$ cat config.mk
export PLATFORM = sky130hd
export DESIGN_NAME = cmdrq_gen
export DESIGN_NICKNAME = d
export VERILOG_FILES = /design/src/rtl/cmdrq_pkg.sv /design/src/rtl/cmdrq_rst_sync.sv /design/src/rtl/cmdrq_rx_parse.sv /design/src/rtl/cmdrq_req_slot.sv /design/src/rtl/cmdrq_tx_seq.sv /design/src/rtl/cmdrq_gen.sv
export SDC_FILE = /design/constraint.sdc
export NUM_CORES = 1
export LEC_CHECK = 0
export CORE_ASPECT_RATIO = 1.1
export CORE_MARGIN = 8
export CORE_UTILIZATION = 54
export CTS_BUF_LIST = sky130_fd_sc_hd__clkbuf_4 sky130_fd_sc_hd__clkbuf_8
export CTS_CLUSTER_DIAMETER = 40
export CTS_CLUSTER_SIZE = 20
export DETAILED_ROUTE_END_ITERATION = 16
export HOLD_SLACK_MARGIN = 0.03
export MAX_ROUTING_LAYER = met4
export PLACE_DENSITY = 0.83
export SLEW_MARGIN = 5
export SYNTH_ARGS = -nofsm -noshare
export SYNTH_HDL_FRONTEND = slang
export SYNTH_HIERARCHICAL = 1
export SYNTH_SLANG_ARGS = --single-unit
$ cat constraint.sdc
create_clock -name clk -period 6.9 [get_ports clk]
set_input_delay 0.69 -clock clk [delete_from_list [all_inputs] [get_ports clk]]
set_output_delay 0.69 -clock clk [all_outputs]
set_load 0.1 [all_outputs]
$ cat src/rtl/cmdrq_pkg.sv
package cmdrq_pkg;

  localparam int BEAT_W     = 64;
  localparam int HALF_W     = BEAT_W / 2;
  localparam int ID_W       = 16;
  localparam int BUFN_W     = 4;
  localparam int LEN_W      = 9;
  localparam int TAG_W      = 8;
  localparam int DWLEN_W    = LEN_W + 1;
  localparam int ADDR_ALIGN = 3;

  // header field positions shared by receive and transmit packets
  localparam int FMT_LSB    = 61;
  localparam int FMT_MSB    = 62;
  localparam int TYPE_LSB   = 56;
  localparam int TYPE_MSB   = 60;
  localparam int DWLEN_LSB  = 32;
  localparam int RID_LSB    = 16;
  localparam int TAG_LSB    = 8;
  localparam int BE_LSB     = 0;

  localparam logic [1:0] FMT_WR3 = 2'b10;
  localparam logic [1:0] FMT_RD3 = 2'b00;
  localparam logic [7:0] BE_ALL  = 8'hFF;

  // command word positions inside the window address
  localparam int OP_LSB     = 3;
  localparam int BUFN_LSB   = 5;
  localparam int LEN_LSB    = 10;

  typedef enum logic [1:0] {
    OP_STAT = 2'b00,
    OP_SEND = 2'b01,
    OP_RECV = 2'b10,
    OP_MGMT = 2'b11
  } op_e;

  typedef struct packed {
    logic [BUFN_W-1:0] bufn;
    logic [LEN_W-1:0]  len;
    logic [HALF_W-1:0] addr;
  } sendcmd_t;

endpackage

$ cat src/rtl/cmdrq_rst_sync.sv
module cmdrq_rst_sync #(
  parameter int STAGES = 2
) (
  input  logic clk,
  input  logic arst_n,
  output logic rst_n_o
);
  logic [STAGES-1:0] sync_q;

  always_ff @(posedge clk or negedge arst_n) begin
    if (!arst_n) sync_q <= '0;
    else         sync_q <= {sync_q[STAGES-2:0], 1'b1};
  end

  assign rst_n_o = sync_q[STAGES-1];
endmodule

$ cat src/rtl/cmdrq_rx_parse.sv
module cmdrq_rx_parse
  import cmdrq_pkg::*;
(
  input  logic              clk,
  input  logic              rst_n,
  input  logic [BEAT_W-1:0] rx_beat_i,
  input  logic              rx_sof_i,
  input  logic              rx_eof_i,
  input  logic              rx_valid_i,
  input  logic              rx_hit_i,
  input  logic              cmd_take_i,
  output logic              cmd_vld_o,
  output sendcmd_t          cmd_o
);
  typedef enum logic [1:0] {PS_IDLE, PS_ADDR, PS_DATA} pst_e;

  pst_e              st_q, st_n;
  op_e               op_q, op_n;
  logic [BUFN_W-1:0] bufn_q, bufn_n;
  logic [LEN_W-1:0]  len_q, len_n;
  logic              vld_q, vld_n;
  sendcmd_t          cmd_q, cmd_n;

  logic              beat_ok;
  logic              hdr_ok;
  logic              fire;
  logic [HALF_W-1:0] hi_word;
  logic              parse_unused;

  assign hi_word = rx_beat_i[BEAT_W-1:HALF_W];
  assign beat_ok = rx_valid_i & rx_hit_i;
  assign hdr_ok  = (rx_beat_i[FMT_MSB:FMT_LSB] == FMT_WR3) &&
                   (rx_beat_i[TYPE_MSB:TYPE_LSB] == '0);
  assign parse_unused = ^{rx_beat_i[HALF_W-1:0], hi_word[ADDR_ALIGN-1:0]};

  always_comb begin
    st_n   = st_q;
    op_n   = op_q;
    bufn_n = bufn_q;
    len_n  = len_q;
    fire   = 1'b0;
    if (beat_ok) begin
      if (rx_sof_i) begin
        st_n = (hdr_ok && !rx_eof_i) ? PS_ADDR : PS_IDLE;
      end else begin
        case (st_q)
          PS_ADDR: begin
            if (rx_eof_i) begin
              st_n = PS_IDLE;
            end else begin
              st_n   = PS_DATA;
              op_n   = op_e'(hi_word[OP_LSB+1:OP_LSB]);
              bufn_n = hi_word[BUFN_LSB +: BUFN_W];
              len_n  = hi_word[LEN_LSB +: LEN_W];
            end
          end
          PS_DATA: begin
            st_n = PS_IDLE;
            fire = rx_eof_i && (op_q == OP_SEND);
          end
          default: st_n = PS_IDLE;
        endcase
      end
    end
  end

  always_comb begin
    vld_n = vld_q & ~cmd_take_i;
    cmd_n = cmd_q;
    if (fire && !vld_n) begin
      vld_n      = 1'b1;
      cmd_n.bufn = bufn_q;
      cmd_n.len  = len_q;
      cmd_n.addr = {hi_word[HALF_W-1:ADDR_ALIGN], {ADDR_ALIGN{1'b0}}};
    end
  end

  always_ff @(posedge clk or negedge rst_n) begin
    if (!rst_n) begin
      st_q   <= PS_IDLE;
      op_q   <= OP_STAT;
      bufn_q <= '0;
      len_q  <= '0;
      vld_q  <= 1'b0;
      cmd_q  <= '0;
    end else begin
      st_q   <= st_n;
      op_q   <= op_n;
      bufn_q <= bufn_n;
      len_q  <= len_n;
      vld_q  <= vld_n;
      cmd_q  <= cmd_n;
    end
  end

  assign cmd_vld_o = vld_q;
  assign cmd_o     = cmd_q;


  issue_on_eof_chk: assert property (@(posedge clk) disable iff (!rst_n)
    $rose(vld_q) |-> $past(rx_valid_i && rx_hit_i && rx_eof_i && !rx_sof_i));

endmodule

$ cat src/rtl/cmdrq_req_slot.sv
module cmdrq_req_slot
  import cmdrq_pkg::*;
(
  input  logic     clk,
  input  logic     rst_n,
  input  logic     cmd_vld_i,
  input  sendcmd_t cmd_i,
  output logic     cmd_take_o,
  input  logic     take_i,
  output logic     req_vld_o,
  output sendcmd_t req_o
);
  logic     full_q, full_n;
  sendcmd_t slot_q, slot_n;

  assign cmd_take_o = cmd_vld_i & ~full_q;

  always_comb begin
    full_n = full_q;
    slot_n = slot_q;
    if (take_i) full_n = 1'b0;
    if (cmd_take_o) begin
      full_n = 1'b1;
      slot_n = cmd_i;
    end
  end

  always_ff @(posedge clk or negedge rst_n) begin
    if (!rst_n) begin
      full_q <= 1'b0;
      slot_q <= '0;
    end else begin
      full_q <= full_n;
      slot_q <= slot_n;
    end
  end

  assign req_vld_o = full_q;
  assign req_o     = slot_q;


  slot_hold_chk: assert property (@(posedge clk) disable iff (!rst_n)
    full_q && !take_i |=> full_q && $stable(slot_q));

endmodule

$ cat src/rtl/cmdrq_tx_seq.sv
module cmdrq_tx_seq
  import cmdrq_pkg::*;
(
  input  logic              clk,
  input  logic              rst_n,
  input  logic              req_vld_i,
  input  sendcmd_t          req_i,
  input  logic [ID_W-1:0]   req_id_i,
  output logic              take_o,
  output logic [BEAT_W-1:0] tx_beat_o,
  output logic              tx_sof_o,
  output logic              tx_eof_o,
  output logic              tx_half_o,
  output logic              tx_valid_o,
  input  logic              tx_ready_i
);
  typedef enum logic [1:0] {TS_IDLE, TS_HDR, TS_ADDR} tst_e;

  tst_e              st_q, st_n;
  logic [BEAT_W-1:0] beat_q, beat_n;
  logic              sof_q, sof_n;
  logic              eof_q, eof_n;
  logic              half_q, half_n;
  logic              vld_q, vld_n;
  logic [HALF_W-1:0] addr_q, addr_n;
  logic [BEAT_W-1:0] hdr;

  always_comb begin
    hdr = '0;
    hdr[FMT_MSB:FMT_LSB]              = FMT_RD3;
    hdr[DWLEN_LSB +: DWLEN_W]         = {req_i.len, 1'b0};
    hdr[RID_LSB +: ID_W]              = req_id_i;
    hdr[TAG_LSB +: TAG_W]             = {{(TAG_W-BUFN_W){1'b0}}, req_i.bufn};
    hdr[BE_LSB +: 8]                  = BE_ALL;
  end

  assign take_o = (st_q == TS_IDLE) && req_vld_i;

  always_comb begin
    st_n   = st_q;
    beat_n = beat_q;
    sof_n  = sof_q;
    eof_n  = eof_q;
    half_n = half_q;
    vld_n  = vld_q;
    addr_n = addr_q;
    case (st_q)
      TS_IDLE: begin
        if (req_vld_i) begin
          st_n   = TS_HDR;
          beat_n = hdr;
          sof_n  = 1'b1;
          eof_n  = 1'b0;
          half_n = 1'b0;
          vld_n  = 1'b1;
          addr_n = req_i.addr;
        end else begin
          beat_n = '0;
          sof_n  = 1'b0;
          eof_n  = 1'b0;
          half_n = 1'b0;
          vld_n  = 1'b0;
        end
      end
      TS_HDR: begin
        if (tx_ready_i) begin
          st_n   = TS_ADDR;
          beat_n = {addr_q, {HALF_W{1'b0}}};
          sof_n  = 1'b0;
          eof_n  = 1'b1;
          half_n = 1'b1;
        end
      end
      TS_ADDR: begin
        if (tx_ready_i) begin
          st_n   = TS_IDLE;
          beat_n = '0;
          eof_n  = 1'b0;
          half_n = 1'b0;
          vld_n  = 1'b0;
        end
      end
      default: st_n = TS_IDLE;
    endcase
  end

  always_ff @(posedge clk or negedge rst_n) begin
    if (!rst_n) begin
      st_q   <= TS_IDLE;
      beat_q <= '0;
      sof_q  <= 1'b0;
      eof_q  <= 1'b0;
      half_q <= 1'b0;
      vld_q  <= 1'b0;
      addr_q <= '0;
    end else begin
      st_q   <= st_n;
      beat_q <= beat_n;
      sof_q  <= sof_n;
      eof_q  <= eof_n;
      half_q <= half_n;
      vld_q  <= vld_n;
      addr_q <= addr_n;
    end
  end

  assign tx_beat_o  = beat_q;
  assign tx_sof_o   = sof_q;
  assign tx_eof_o   = eof_q;
  assign tx_half_o  = half_q;
  assign tx_valid_o = vld_q;


  idle_zero_chk: assert property (@(posedge clk) disable iff (!rst_n)
    !vld_q |-> (beat_q == '0) && !sof_q && !eof_q && !half_q);


  sof_eof_chk: assert property (@(posedge clk) disable iff (!rst_n)
    vld_q |-> (sof_q != eof_q));


  half_chk: assert property (@(posedge clk) disable iff (!rst_n)
    half_q |-> eof_q && vld_q);


  hold_chk: assert property (@(posedge clk) disable iff (!rst_n)
    vld_q && !tx_ready_i |=> vld_q && $stable(beat_q) && $stable(sof_q) &&
                             $stable(eof_q) && $stable(half_q));


  gap_chk: assert property (@(posedge clk) disable iff (!rst_n)
    vld_q && eof_q && tx_ready_i |=> !vld_q);

endmodule

$ cat src/rtl/cmdrq_gen.sv
module cmdrq_gen
  import cmdrq_pkg::*;
(
  input  logic              clk,
  input  logic              rst_n,
  input  logic [BEAT_W-1:0] rx_beat,
  input  logic              rx_sof,
  input  logic              rx_eof,
  input  logic              rx_valid,
  input  logic              rx_bar_hit,
  output logic [BEAT_W-1:0] tx_beat,
  output logic              tx_sof,
  output logic              tx_eof,
  output logic              tx_half,
  output logic              tx_valid,
  input  logic              tx_ready,
  output logic              irq,
  input  logic              irq_ack,
  input  logic [ID_W-1:0]   req_id,
  input  logic [2:0]        max_rd_size,
  input  logic [2:0]        max_wr_size
);
  logic     rst_sync_n;
  logic     cmd_vld;
  sendcmd_t cmd;
  logic     cmd_take;
  logic     req_vld;
  sendcmd_t req;
  logic     req_take;
  logic     top_unused;

  assign top_unused = ^{irq_ack, max_rd_size, max_wr_size};
  assign irq        = 1'b0;

  cmdrq_rst_sync #(.STAGES(2)) rst_sync_i (
    .clk     (clk),
    .arst_n  (rst_n),
    .rst_n_o (rst_sync_n)
  );

  cmdrq_rx_parse parse_i (
    .clk        (clk),
    .rst_n      (rst_sync_n),
    .rx_beat_i  (rx_beat),
    .rx_sof_i   (rx_sof),
    .rx_eof_i   (rx_eof),
    .rx_valid_i (rx_valid),
    .rx_hit_i   (rx_bar_hit),
    .cmd_take_i (cmd_take),
    .cmd_vld_o  (cmd_vld),
    .cmd_o      (cmd)
  );

  cmdrq_req_slot slot_i (
    .clk        (clk),
    .rst_n      (rst_sync_n),
    .cmd_vld_i  (cmd_vld),
    .cmd_i      (cmd),
    .cmd_take_o (cmd_take),
    .take_i     (req_take),
    .req_vld_o  (req_vld),
    .req_o      (req)
  );

  cmdrq_tx_seq seq_i (
    .clk        (clk),
    .rst_n      (rst_sync_n),
    .req_vld_i  (req_vld),
    .req_i      (req),
    .req_id_i   (req_id),
    .take_o     (req_take),
    .tx_beat_o  (tx_beat),
    .tx_sof_o   (tx_sof),
    .tx_eof_o   (tx_eof),
    .tx_half_o  (tx_half),
    .tx_valid_o (tx_valid),
    .tx_ready_i (tx_ready)
  );

endmodule

==> results by group, run 1 <==
Status
  • Status: complete, no violations

STA
  • Fin. max-slew vios: 0
  • Rel. slew slack: 0.297
  • Final WS setup: 3.70 ns
  • Worst-Margin Slew: approximately 1.1 ns
  • Final Hold Fails: 0
  • RSZ-0062 raised after global routing: false
  • Period Utilization, post-route: 0.464
  • # setup viols final: 0
  • Setup_tns: 0 ns
  • Final clock skew: between 0.008 and 0.009 ns
  • Max Freq: 0.312 GHz
  • Post-layout min period: around 3.2 ns

Critical path
  • Slowest stage delay, CP: between 0.6 and 0.7 ns
  • Kind of cell adding the most delay to the critical path: buffers and inverters
  • FF-to-FF setup slack: 3.70 ns
  • WP data required: 7.24 ns
  • Worst path buffer plus inverter count: 2
  • Startpoint Class: flop
  • R2r startpoint: slot_i/req_vld_o
  • Crit end category: flop
  • Crit path DAT: 3.54 ns
  • Crit-path cells: nor2b_4 > buf_4 > nand2b_1 > nor4b_4 > buf_4 > mux2_2
  • FF-to-FF End: parse_i/cmd_o[38]
  • Reg2Reg Depth: 6
  • Crit-path slowest cell: buf_4
  • Max FO, Critical Path: 46
  • Cell mode on critical path: buf_4
  • CP Class: flop to flop

Floorplanning
  • Die height: between 100 and 150 um
  • Core area: 15100 um^2
  • Initial cell density of the core: 0.552
  • # IOs: about 160
  • # rows: 47
  • Die width: around 130 um
  • Total die area: 19600 um^2

Route
  • Total Routed Length: between 15 and 20 mm
  • Vias: roughly 4800
  • 1st-iter DRT viols: around 320
  • Via-to-Cell Ratio: roughly 5.5
  • DRT Pass-1 Iters: 5
  • Detail Route Antenna Nets: 0
  • Routed WL per cell: 18.6 um
  • # DRC: 0

Cells and area
  • Sequential cell area: between 4000 and 5000 um^2
  • Most frequent cells in the layout: 197 x dfrtp_1, 115 x clkdlybuf4s50_1, 104 x mux2_2
  • Layout Area Growth over Synthesis: 18.0%
  • FILL cells: about 1100
  • Most common cell after layout, fill and taps aside: dfrtp_1
  • Footprint of the multi-input gates: 2940 um^2
  • Layout cell share with drive strength beyond 1: 0.274
  • # diodes: 0
  • Nets: between 700 and 800

Worst hold path
  • Hold path depth: 0
  • Hold Crit Start: rst_sync_i/sync_q[0]
  • Hold Crit Class: flop to flop
  • Hold-critical path endpoint: rst_sync_i/sync_q[1]

Placed design
  • Detailed placement HPWL: 11.0 mm
  • Placement Setup Slack: around 3.7 ns
  • Routability cong.: ~0.80
  • Port Buffers: ~120

Synthesis
  • Post-Synthesis Cells: 589
  • Post-synthesis sequential area ratio: 0.596
  • Cell Area, Synth: around 8300 um^2
  • Register bit total from synthesis: between 150 and 200
  • Yosys warns: 6
  • Synth Area per Inst: roughly 14 um^2
  • Yosys cell types: 33

Global route
  • Met2 Use GR: 0.286
  • Vias in the first global route: between 5000 and 6000
  • Global route overflow: 0
  • Initial antenna violation count: 0
  • GRT busiest layer: met2
  • M1 GR Usage: 0.215
  • Met3 usage: 0.0391
  • GRT Total Usage: 0.178
  • First-pass GRT wire length: between 20 and 30 mm
  • Largest net degree at the start of global routing: 89

Pwr
  • Pleak: ~4.6 nW
  • Worst IR drop on VDD: roughly 0.13 mV
  • Pwr dens: between 200 and 250 nW/um^2

CTS
  • Sink Count: about 200
  • CTS Buf Count: 17
  • Latest clock arrival within the worst-skew pair: between 0.4 and 0.5 ns
  • CTS tree: yes
  • Post-CTS Hold Fix Bufs: 0
  • PostCTS Resize Cnt: 0
  • H-tree level count: 4
  • Clock-pin slew on the worst setup and hold paths: roughly 0.090 ns
  • Total setup buffers inserted after CTS: 0
  • Clk buf depth: 2
  • Root buf cell: clkbuf_8

Run
  • Maxcap violations: 0
-- state kept, by name, indices dropped and copies added, names as in the netlist, 2 cells and up --
signal,cells
seq_i/addr_q,32
parse_i/len_q,9
slot_i/req_o,45
seq_i/st_q,2
rst_sync_i/sync_q,2
seq_i/tx_beat_o,53
parse_i/bufn_q,4
parse_i/st_q,2
parse_i/op_q,2
parse_i/cmd_o,42
-- metal layers --
layer	wire, um	part of all wire	up-vias
met1	7030	0.43	2463
met2	8290	0.50	137
met4	308	0.019	0
li1	-	-	2226
met5	0	0	-
met3	805	0.049	21
-- metrics by stage --
stage	utilization	hold WS [ns]	instance area [um^2]	total power, mW	std cells
global route	0.652	0.364	9810	2.56	885
detailed placement	0.622	0.351	9360	1.65	855
floorplan	-	0.331	8330	1.56	594
CTS	0.652	0.357	9810	2.48	885
global placement	0.622	0.336	9360	1.63	855
finish	0.652	0.366	9810	2.45	885
-- logic make-up (layout without fill, tap and decap cells) --
family                   after synthesis  after routing  share of synthesized area
buffers and inverters                 61            156                     0.0548
other                                  4              9                    0.00181
AO/OA/AOI/OAI                        105            105                     0.0814
flip-flops                           198            198                      0.596
multiplexers                         146            146                      0.215
AND/OR/NAND/NOR                       69             69                     0.0414
adder cells (fa/ha/maj)                6              6                    0.00903
-- power by group --
part / switching (mW) / internal (mW) / total (mW)
clock: 0.373 / 0.454 / 0.826
sequential: 0.0224 / 1.18 / 1.20
combinational: 0.314 / 0.110 / 0.425
-- worst max path at each step --
stage | from | endpoint | slack, ns | cells past startpoint
after global placement | rx_sof | parse_i/cmd_o[5] | 3.68 | 5
after detailed placement | rx_sof | parse_i/cmd_o[9] | 3.66 | 5
after floorplan | rst_sync_i/sync_q[1] | parse_i/bufn_q[0] | 0.97 | 0
after CTS | slot_i/req_vld_o | parse_i/cmd_o[38] | 3.66 | 6
final | slot_i/req_vld_o | parse_i/cmd_o[38] | 3.70 | 6
after global routing | slot_i/req_vld_o | parse_i/cmd_o[38] | 3.53 | 6
-- synth_stat cells --
cell type  count  area [um^2]
dfrtp_1      198         4950
mux2_2       104         1170
nand2_1       49          184
o21ai_0       46          230
o31ai_1       44          330
mux2_4        39          586
buf_4         16          120
clkbuf_1      16         60.1
buf_6         12          135
a22o_1         9         78.8
buf_2          9         45.0
ha_1           6         75.1
a21oi_1        4         20.0
buf_12         4         80.1
conb_1         4         15.0
inv_1          4         15.0
mux2_1         3         33.8
nor2_1         3         11.3
and2_1         2         12.5
nand3_1        2         10.0
nor2b_1        2         12.5
nor4b_1        2         17.5
nand2b_1       1         6.26
nand3b_1       1         7.51
nand4b_1       1         8.76
nor2_8         1         20.0
nor2b_2        1         8.76
nor3_1         1         5.00
nor3b_1        1         7.51
nor4b_4        1         23.8
o21ba_1        1         10.0
o21bai_1       1         7.51
or2_4          1         8.76
-- cell type report --
cell class / count / share of cell area
inverters: 4 / 0.00153
clock inverters: 9 / 0.0179
repair buffers: 122 / 0.123
well taps: 196 / 0.0250
clock buffers: 21 / 0.0282
multi-input cells: 335 / 0.299
flip-flops and latches: 198 / 0.505
(Power assumes the default switching activity.)
==> run 2: changes to the inputs <==
--- a/config.mk
+++ b/config.mk
@@ -7,14 +7,14 @@
 export LEC_CHECK = 0
 export CORE_ASPECT_RATIO = 1.1
 export CORE_MARGIN = 8
-export CORE_UTILIZATION = 54
+export CORE_UTILIZATION = 48
 export CTS_BUF_LIST = sky130_fd_sc_hd__clkbuf_4 sky130_fd_sc_hd__clkbuf_8
 export CTS_CLUSTER_DIAMETER = 40
 export CTS_CLUSTER_SIZE = 20
 export DETAILED_ROUTE_END_ITERATION = 16
 export HOLD_SLACK_MARGIN = 0.03
 export MAX_ROUTING_LAYER = met4
-export PLACE_DENSITY = 0.83
+export PLACE_DENSITY = 0.78
 export SLEW_MARGIN = 5
 export SYNTH_ARGS = -nofsm -noshare
 export SYNTH_HDL_FRONTEND = slang
==> constraint.sdc (replaced) <==
create_clock -name clk -period 2.9 [get_ports clk]
set_input_delay 0.29 -clock clk [delete_from_list [all_inputs] [get_ports clk]]
set_output_delay 0.29 -clock clk [all_outputs]
set_load 0.1 [all_outputs]
==> results by group, run 2 (synthesis results as in run 1) <==
Status
  • Status: complete, no violations (unchanged)

CTS
  • Clock-pin slew on the worst setup and hold paths: 0.09 ns (about the same)
  • PostCTS Resize Cnt: 0 (unchanged)
  • Root buf cell: clkbuf_8 (unchanged)
  • Total setup buffers inserted after CTS: 0 (unchanged)
  • Sink Count: 198 (unchanged)
  • CTS tree: yes (unchanged)
  • Latest clock arrival within the worst-skew pair: 0.47 ns (was 0.45 ns)
  • H-tree level count: 4 (unchanged)
  • Clk buf depth: 2 (unchanged)
  • CTS Buf Count: 17 (unchanged)

Cells and area
  • Nets: 786 (was 778)
  • Sequential cell area: 4960 um^2 (unchanged)
  • Most frequent cells in the layout: 197 x dfrtp_1, 104 x mux2_2, 75 x buf_4 (was 197 x dfrtp_1, 115 x clkdlybuf4s50_1, 104 x mux2_2)
  • Most common cell after layout, fill and taps aside: dfrtp_1 (unchanged)
  • Layout cell share with drive strength beyond 1: 0.373 (was 0.274)
  • FILL cells: 1349 (was 1078)
  • Max reg flops: 53 (unchanged)
  • Layout Area Growth over Synthesis: 17.3% (was 18.0%)
  • Footprint of the multi-input gates: 2940 um^2 (unchanged)
  • # diodes: 0 (unchanged)

Floorplanning
  • Initial cell density of the core: 0.488 (was 0.552)
  • # IOs: 163 (unchanged)
  • Core area: 17000 um^2 (was 15100 um^2)
  • Die width: 141 um (was 134 um)
  • Total die area: 21800 um^2 (was 19600 um^2)
  • Die height: 154 um (was 146 um)
  • # rows: 50 (was 47)

Placed design
  • Port Buffers: 115 (unchanged)
  • Detailed placement HPWL: 11.4 mm (was 11.0 mm)
  • Routability cong.: 0.786 (was 0.798)
  • Placement Setup Slack: 0.580 ns (was 3.66 ns)

Global route
  • Initial antenna violation count: 0 (unchanged)
  • Vias in the first global route: 5160 (was 5137)
  • Global route overflow: 0 (unchanged)
  • M1 GR Usage: 0.198 (was 0.215)
  • First-pass GRT wire length: 27.3 mm (was 27.0 mm)
  • GRT busiest layer: met2 (unchanged)
  • GRT Total Usage: 0.163 (was 0.178)
  • Met3 usage: 0.0437 (was 0.0391)
  • Largest net degree at the start of global routing: 87 (was 89)
  • Met2 Use GR: 0.258 (was 0.286)

Pwr
  • Pwr dens: 580 nW/um^2 (was 250 nW/um^2)
  • Worst IR drop on VDD: 0.338 mV (was 0.132 mV)
  • Internal: 3.95 mW (was 1.74 mW)
  • Combinational share of power: 0.184 (was 0.173)
  • Flop pwr share: 0.504 (was 0.490)
  • Switching power: 1.71 mW (was 709 uW)
  • Clk pwr share: 0.312 (was 0.337)
  • Sw frac: 0.302 (was 0.289)
  • Pleak: 4.71 nW (was 4.55 nW)

STA
  • Worst-Margin Slew: 0.864 ns (was 1.05 ns)
  • Fin. max-slew vios: 0 (unchanged)
  • RSZ-0062 raised after global routing: false (unchanged)
  • Setup_tns: 0 ns (unchanged)
  • Final WS setup: 0.901 ns (was 3.70 ns)
  • Final Hold Fails: 0 (unchanged)
  • Post-layout min period: 2.00 ns (was 3.20 ns)
  • Final clock skew: 0.0131 ns (was 0.00883 ns)
  • Period Utilization, post-route: 0.689 (was 0.464)
  • Rel. slew slack: 0.424 (was 0.297)
  • # setup viols final: 0 (unchanged)
  • Max Freq: 0.500 GHz (was 0.312 GHz)

Critical path
  • Slowest stage delay, CP: 0.42 ns (was 0.67 ns)
  • Critical path depth: 6 (unchanged)
  • Worst path buffer plus inverter count: 2 (unchanged)
  • Startpoint Class: flop (unchanged)
  • Crit path DAT: 2.36 ns (was 3.54 ns)
  • Reg2Reg Depth: 6 (unchanged)
  • Crit-path cells: inv_1 > ha_1 > o21ba_4 > buf_4 > o21ai_0 > o31ai_1 (was nor2b_4 > buf_4 > nand2b_1 > nor4b_4 > buf_4 > mux2_2)
  • Crit end category: flop (unchanged)
  • WP data required: 3.27 ns (was 7.24 ns)
  • Crit-path slowest cell: dfrtp_1 (was buf_4)
  • CP Class: flop to flop (unchanged)
  • Max FO, Critical Path: 38 (was 46)
  • Kind of cell adding the most delay to the critical path: compound AO/OA/AOI/OAI gates (was buffers and inverters)

Route
  • DRT Pass-1 Iters: 4 (was 5)
  • Routed WL per cell: 17.8 um (was 18.6 um)
  • # DRC: 0 (unchanged)
  • Total Routed Length: 16.6 mm (was 16.4 mm)
  • Detail Route Antenna Nets: 0 (unchanged)
  • Vias: 4874 (was 4847)
  • Via-to-Cell Ratio: 5.24 (was 5.48)
  • 1st-iter DRT viols: 224 (was 323)

Run
  • Maxcap violations: 0 (unchanged)

Worst hold path
  • Hold path depth: 0 (unchanged)
  • Hold Crit Class: flop to flop (unchanged)
==> run 2: cell count changes in the layout (fill, tap and decap cells not counted), moves of 2 or more <==
cell,previous run,this run
clkdlybuf4s50_1,115,51
bufinv_16,5,2
clkbuf_8,19,21
buf_12,0,3
buf_4,7,75
==> run 2: repair_timing <==
action                                  in CTS  in global routing
endpoints found under the setup margin       0                  0
hold endpoints to repair                     2                  0
hold buffers                                 1                  0
==> run 2: path summary, 6_finish.rpt <==
path | to | start | slack (ns)
setup / recovery | seq_i/tx_beat_o[45] | seq_i/st_q[1] | 0.90
hold / removal | rst_sync_i/sync_q[1] | rst_sync_i/sync_q[0] | 0.35
setup reg to reg | seq_i/tx_beat_o[45] | seq_i/st_q[1] | 0.90
hold reg to reg | rst_sync_i/sync_q[1] | rst_sync_i/sync_q[0] | 0.35
max in group asynchronous | seq_i/tx_beat_o[54] | rst_sync_i/sync_q[1] | 1.56
min in group asynchronous | slot_i/req_o[22] | rst_sync_i/sync_q[1] | 0.40
==> run 2: cell type report <==
class | count | share of cell area
Clock buffer | 23 | 0.0312
Clock inverter | 7 | 0.00988
Inverter | 4 | 0.00154
Multi-Input combinational cell | 335 | 0.301
Sequential cell | 198 | 0.509
Tap cell | 234 | 0.0300
Timing Repair Buffer | 130 | 0.117
==> run 2: routing by layer <==
layer	routed length (um)	part of all wire
met5	0	0
met4	310	0.019
met2	7970	0.48
met3	782	0.047
met1	7510	0.45
==> run 2: metrics by stage <==
stage | area (um^2) | total power, mW | hold WS, ns | utilization | instances
after detailed placement | 9340 | 3.94 | 0.336 | 0.549 | 900
after floorplan | 8330 | 3.71 | -0.00559 | - | 594
final | 9750 | 5.65 | 0.354 | 0.573 | 931
after CTS | 9750 | 5.71 | 0.336 | 0.573 | 931
after global routing | 9750 | 5.90 | 0.331 | 0.573 | 931
after global placement | 9340 | 3.91 | 0.336 | 0.549 | 900
==> run 2: power by group through the flow <==
stage                     registers [mW]  logic [mW]  clock network [mW]
after floorplan                     3.08       0.627                   0
after global placement              2.90        1.01                   0
after detailed placement            2.91        1.04                   0
after CTS                           2.85        1.04                1.82
after global routing                2.86        1.11                1.94
final                               2.85        1.04                1.77
==> run 2: worst register-to-register path, cell delays in order, from the launching register on <==
cell and delay [ns]:
dfrtp_1 0.42, inv_1 0.14, ha_1 0.30, o21ba_4 0.35, buf_4 0.40, o21ai_0 0.18
o31ai_1 0.11
==> run 3: changes to the inputs <==
==> constraint.sdc (replaced) <==
create_clock -name clk -period 1.72 [get_ports clk]
set_input_delay 0.172 -clock clk [delete_from_list [all_inputs] [get_ports clk]]
set_output_delay 0.172 -clock clk [all_outputs]
set_load 0.1 [all_outputs]
==> results by group, run 3 (synthesis results as in run 1) <==
Route
  • Detail Route Antenna Nets: 0 (unchanged)
  • Vias: 5025 (was 4874)
  • DRT Pass-1 Iters: 6 (was 4)
  • Routed WL per cell: 18.9 um (was 17.8 um)
  • Via-to-Cell Ratio: 5.26 (was 5.24)
  • # DRC: 0 (unchanged)
  • 1st-iter DRT viols: 358 (was 224)
  • Total Routed Length: 18.1 mm (was 16.6 mm)

STA
  • Final clock skew: 0.0147 ns (was 0.0131 ns)
  • Final WS setup: -0.0263 ns (was 0.901 ns)
  • Max Freq: 0.573 GHz (was 0.500 GHz)
  • # setup viols final: 25 (was 0)
  • Final Hold Fails: 0 (unchanged)
  • Fin. max-slew vios: 0 (unchanged)
  • Post-layout min period: 1.75 ns (was 2.00 ns)
  • RSZ-0062 raised after global routing: true (was false)
  • Hold slack: 0.259 ns (was 0.354 ns)
  • Period Utilization, post-route: 1.02 (was 0.689)

Floorplanning
  • # rows: 50 (unchanged)
  • Initial cell density of the core: 0.488 (unchanged)
  • Core area: 17000 um^2 (unchanged)
  • Die width: 141 um (unchanged)
  • Die height: 154 um (unchanged)
  • Total die area: 21800 um^2 (unchanged)
  • # IOs: 163 (unchanged)

Critical path
  • Crit end category: flop (unchanged)
  • CP Class: flop to flop (unchanged)
  • WP data required: 2.06 ns (was 3.27 ns)
  • Reg2Reg Depth: 5 (was 6)
  • Slowest stage delay, CP: 0.40 ns (was 0.42 ns)
  • Startpoint Class: flop (unchanged)
  • Crit path DAT: 2.09 ns (was 2.36 ns)
  • FF-to-FF setup slack: -0.03 ns (was 0.90 ns)
  • Crit-path slowest cell: dfrtp_1 (unchanged)
  • FF-to-FF End: parse_i/cmd_o[15] (was seq_i/tx_beat_o[45])
  • R2r startpoint: parse_i/st_q[0] (was seq_i/st_q[1])
  • Crit-path cells: or2_4 > nor4b_4 > buf_4 > buf_12 > mux2_4 (was inv_1 > ha_1 > o21ba_4 > buf_4 > o21ai_0 > o31ai_1)
  • Max FO, Critical Path: 15 (was 38)

Placed design
  • Detailed placement HPWL: 12.4 mm (was 11.4 mm)
  • Port Buffers: 115 (unchanged)
  • Placement Setup Slack: -0.372 ns (was 0.580 ns)
  • Routability cong.: 0.814 (was 0.786)

CTS
  • Sink Count: 198 (unchanged)
  • CTS tree: yes (unchanged)
  • H-tree level count: 4 (unchanged)
  • Latest clock arrival within the worst-skew pair: 0.46 ns (was 0.47 ns)
  • Clock-pin slew on the worst setup and hold paths: 0.09 ns (about the same)
  • CTS Buf Count: 17 (unchanged)
  • Clk buf depth: 2 (unchanged)
  • Root buf cell: clkbuf_8 (unchanged)

Cells and area
  • Most common cell after layout, fill and taps aside: dfrtp_1 (unchanged)
  • Max reg flops: 53 (unchanged)
  • Most frequent cells in the layout: 196 x dfrtp_1, 86 x mux2_4, 62 x buf_4 (was 197 x dfrtp_1, 104 x mux2_2, 75 x buf_4)
  • Nets: 810 (was 786)
  • # diodes: 0 (unchanged)
  • Layout cell share with drive strength beyond 1: 0.423 (was 0.373)
  • Final Util: 0.626 (was 0.573)
  • Layout Area Growth over Synthesis: 28.1% (was 17.3%)

Global route
  • Vias in the first global route: 5287 (was 5160)
  • Global route overflow: 0 (unchanged)
  • GRT Total Usage: 0.166 (was 0.163)
  • Initial antenna violation count: 0 (unchanged)
  • First-pass GRT wire length: 28.0 mm (was 27.3 mm)
  • Largest net degree at the start of global routing: 73 (was 87)

Run
  • Maxcap violations: 0 (unchanged)

Status
  • Failing checks: negative setup slack
  • Status: complete, but fails checks (was complete, no violations)

Pwr
  • Total design power: 10.1 mW (was 5.65 mW)
  • Pwr dens: 951 nW/um^2 (was 580 nW/um^2)
  • Worst IR drop on VDD: 0.627 mV (was 0.338 mV)
  • Pleak: 5.02 nW (was 4.71 nW)

Worst hold path
  • Hold Crit Class: flop to async pin (was flop to flop)
run 3: cell types whose count changed in the layout (fill, tap and decap cells not counted), sizes merged:
cell      change
buf          +21
clkbuf        +2
clkinvlp      -1
inv           +1
nor2          +1
run 3: how the worst max path moves through the flow:
stage / startpoint / to / slack (ns) / cells after the start
2_1_floorplan: rst_sync_i/sync_q[1] / parse_i/bufn_q[0] / -0.30 / 0
3_3_place_gp: rx_sof / parse_i/cmd_o[34] / -0.33 / 5
3_5_place_dp: rx_eof / parse_i/cmd_o[44] / -0.37 / 5
4_1_cts: parse_i/st_q[0] / parse_i/cmd_o[44] / -0.06 / 4
5_1_grt: parse_i/st_q[0] / parse_i/cmd_o[21] / -0.07 / 5
6_report: parse_i/st_q[0] / parse_i/cmd_o[15] / -0.03 / 5
run 3: final cells by class:
class,instances,area (um^2)
Timing Repair Buffer,153,1740
Inverter,4,15.0
Clock buffer,23,310
Clock inverter,7,93.8
Fill cell,1244,6370
Sequential cell,198,4960
Tap cell,234,293
Multi-Input combinational cell,336,3230
run 3: routing by layer:
| layer | routed length, um | vias up | GRT usage |
|---|---|---|---|
| li1 | - | 2301 | - |
| met2 | 8810 | 135 | 0.266 |
| met4 | 246 | 0 | 0.0543 |
| met3 | 1110 | 21 | 0.0424 |
| met5 | 0 | - | - |
| met1 | 7880 | 2568 | 0.203 |
run 3: repair_timing:
| action | CTS | global route |
|---|---|---|
| buffers inserted | 5 | 4 |
| pin swaps | 3 | 5 |
| gates cloned | 1 | 3 |
| setup endpoints to repair | 68 | 85 |
| endpoints found under the hold margin | 2 | 0 |
| hold buffers | 1 | 0 |
| gates resized for setup | 18 | 43 |
run 3: where the power goes:
group          internal (mW)  total, mW  leakage, nW  switching [mW]
clock                   1.49       3.00        0.204            1.51
sequential              4.73       4.81         2.74          0.0791
combinational          0.836       2.31         2.07            1.47
total                   7.05       10.1         5.02            3.07
run 3: through the flow:
step | std cells | setup TNS, ns | cell area (um^2)
after floorplan | 594 | -70.52 | 8470
after CTS | 949 | -0.693 | 10400
after detailed placement | 912 | -16.83 | 9880
after global placement | 912 | -13.55 | 9880
final | 955 | -0.311 | 10600
after global routing | 955 | -2.07 | 10600
run 3: critical path: cells and delay by family, from the launching register on:
kind,cells,cell delay [ns]
buffers and inverters,2,0.38
AND/OR/NAND/NOR,2,0.54
multiplexers,1,0.31
flip-flops,1,0.40
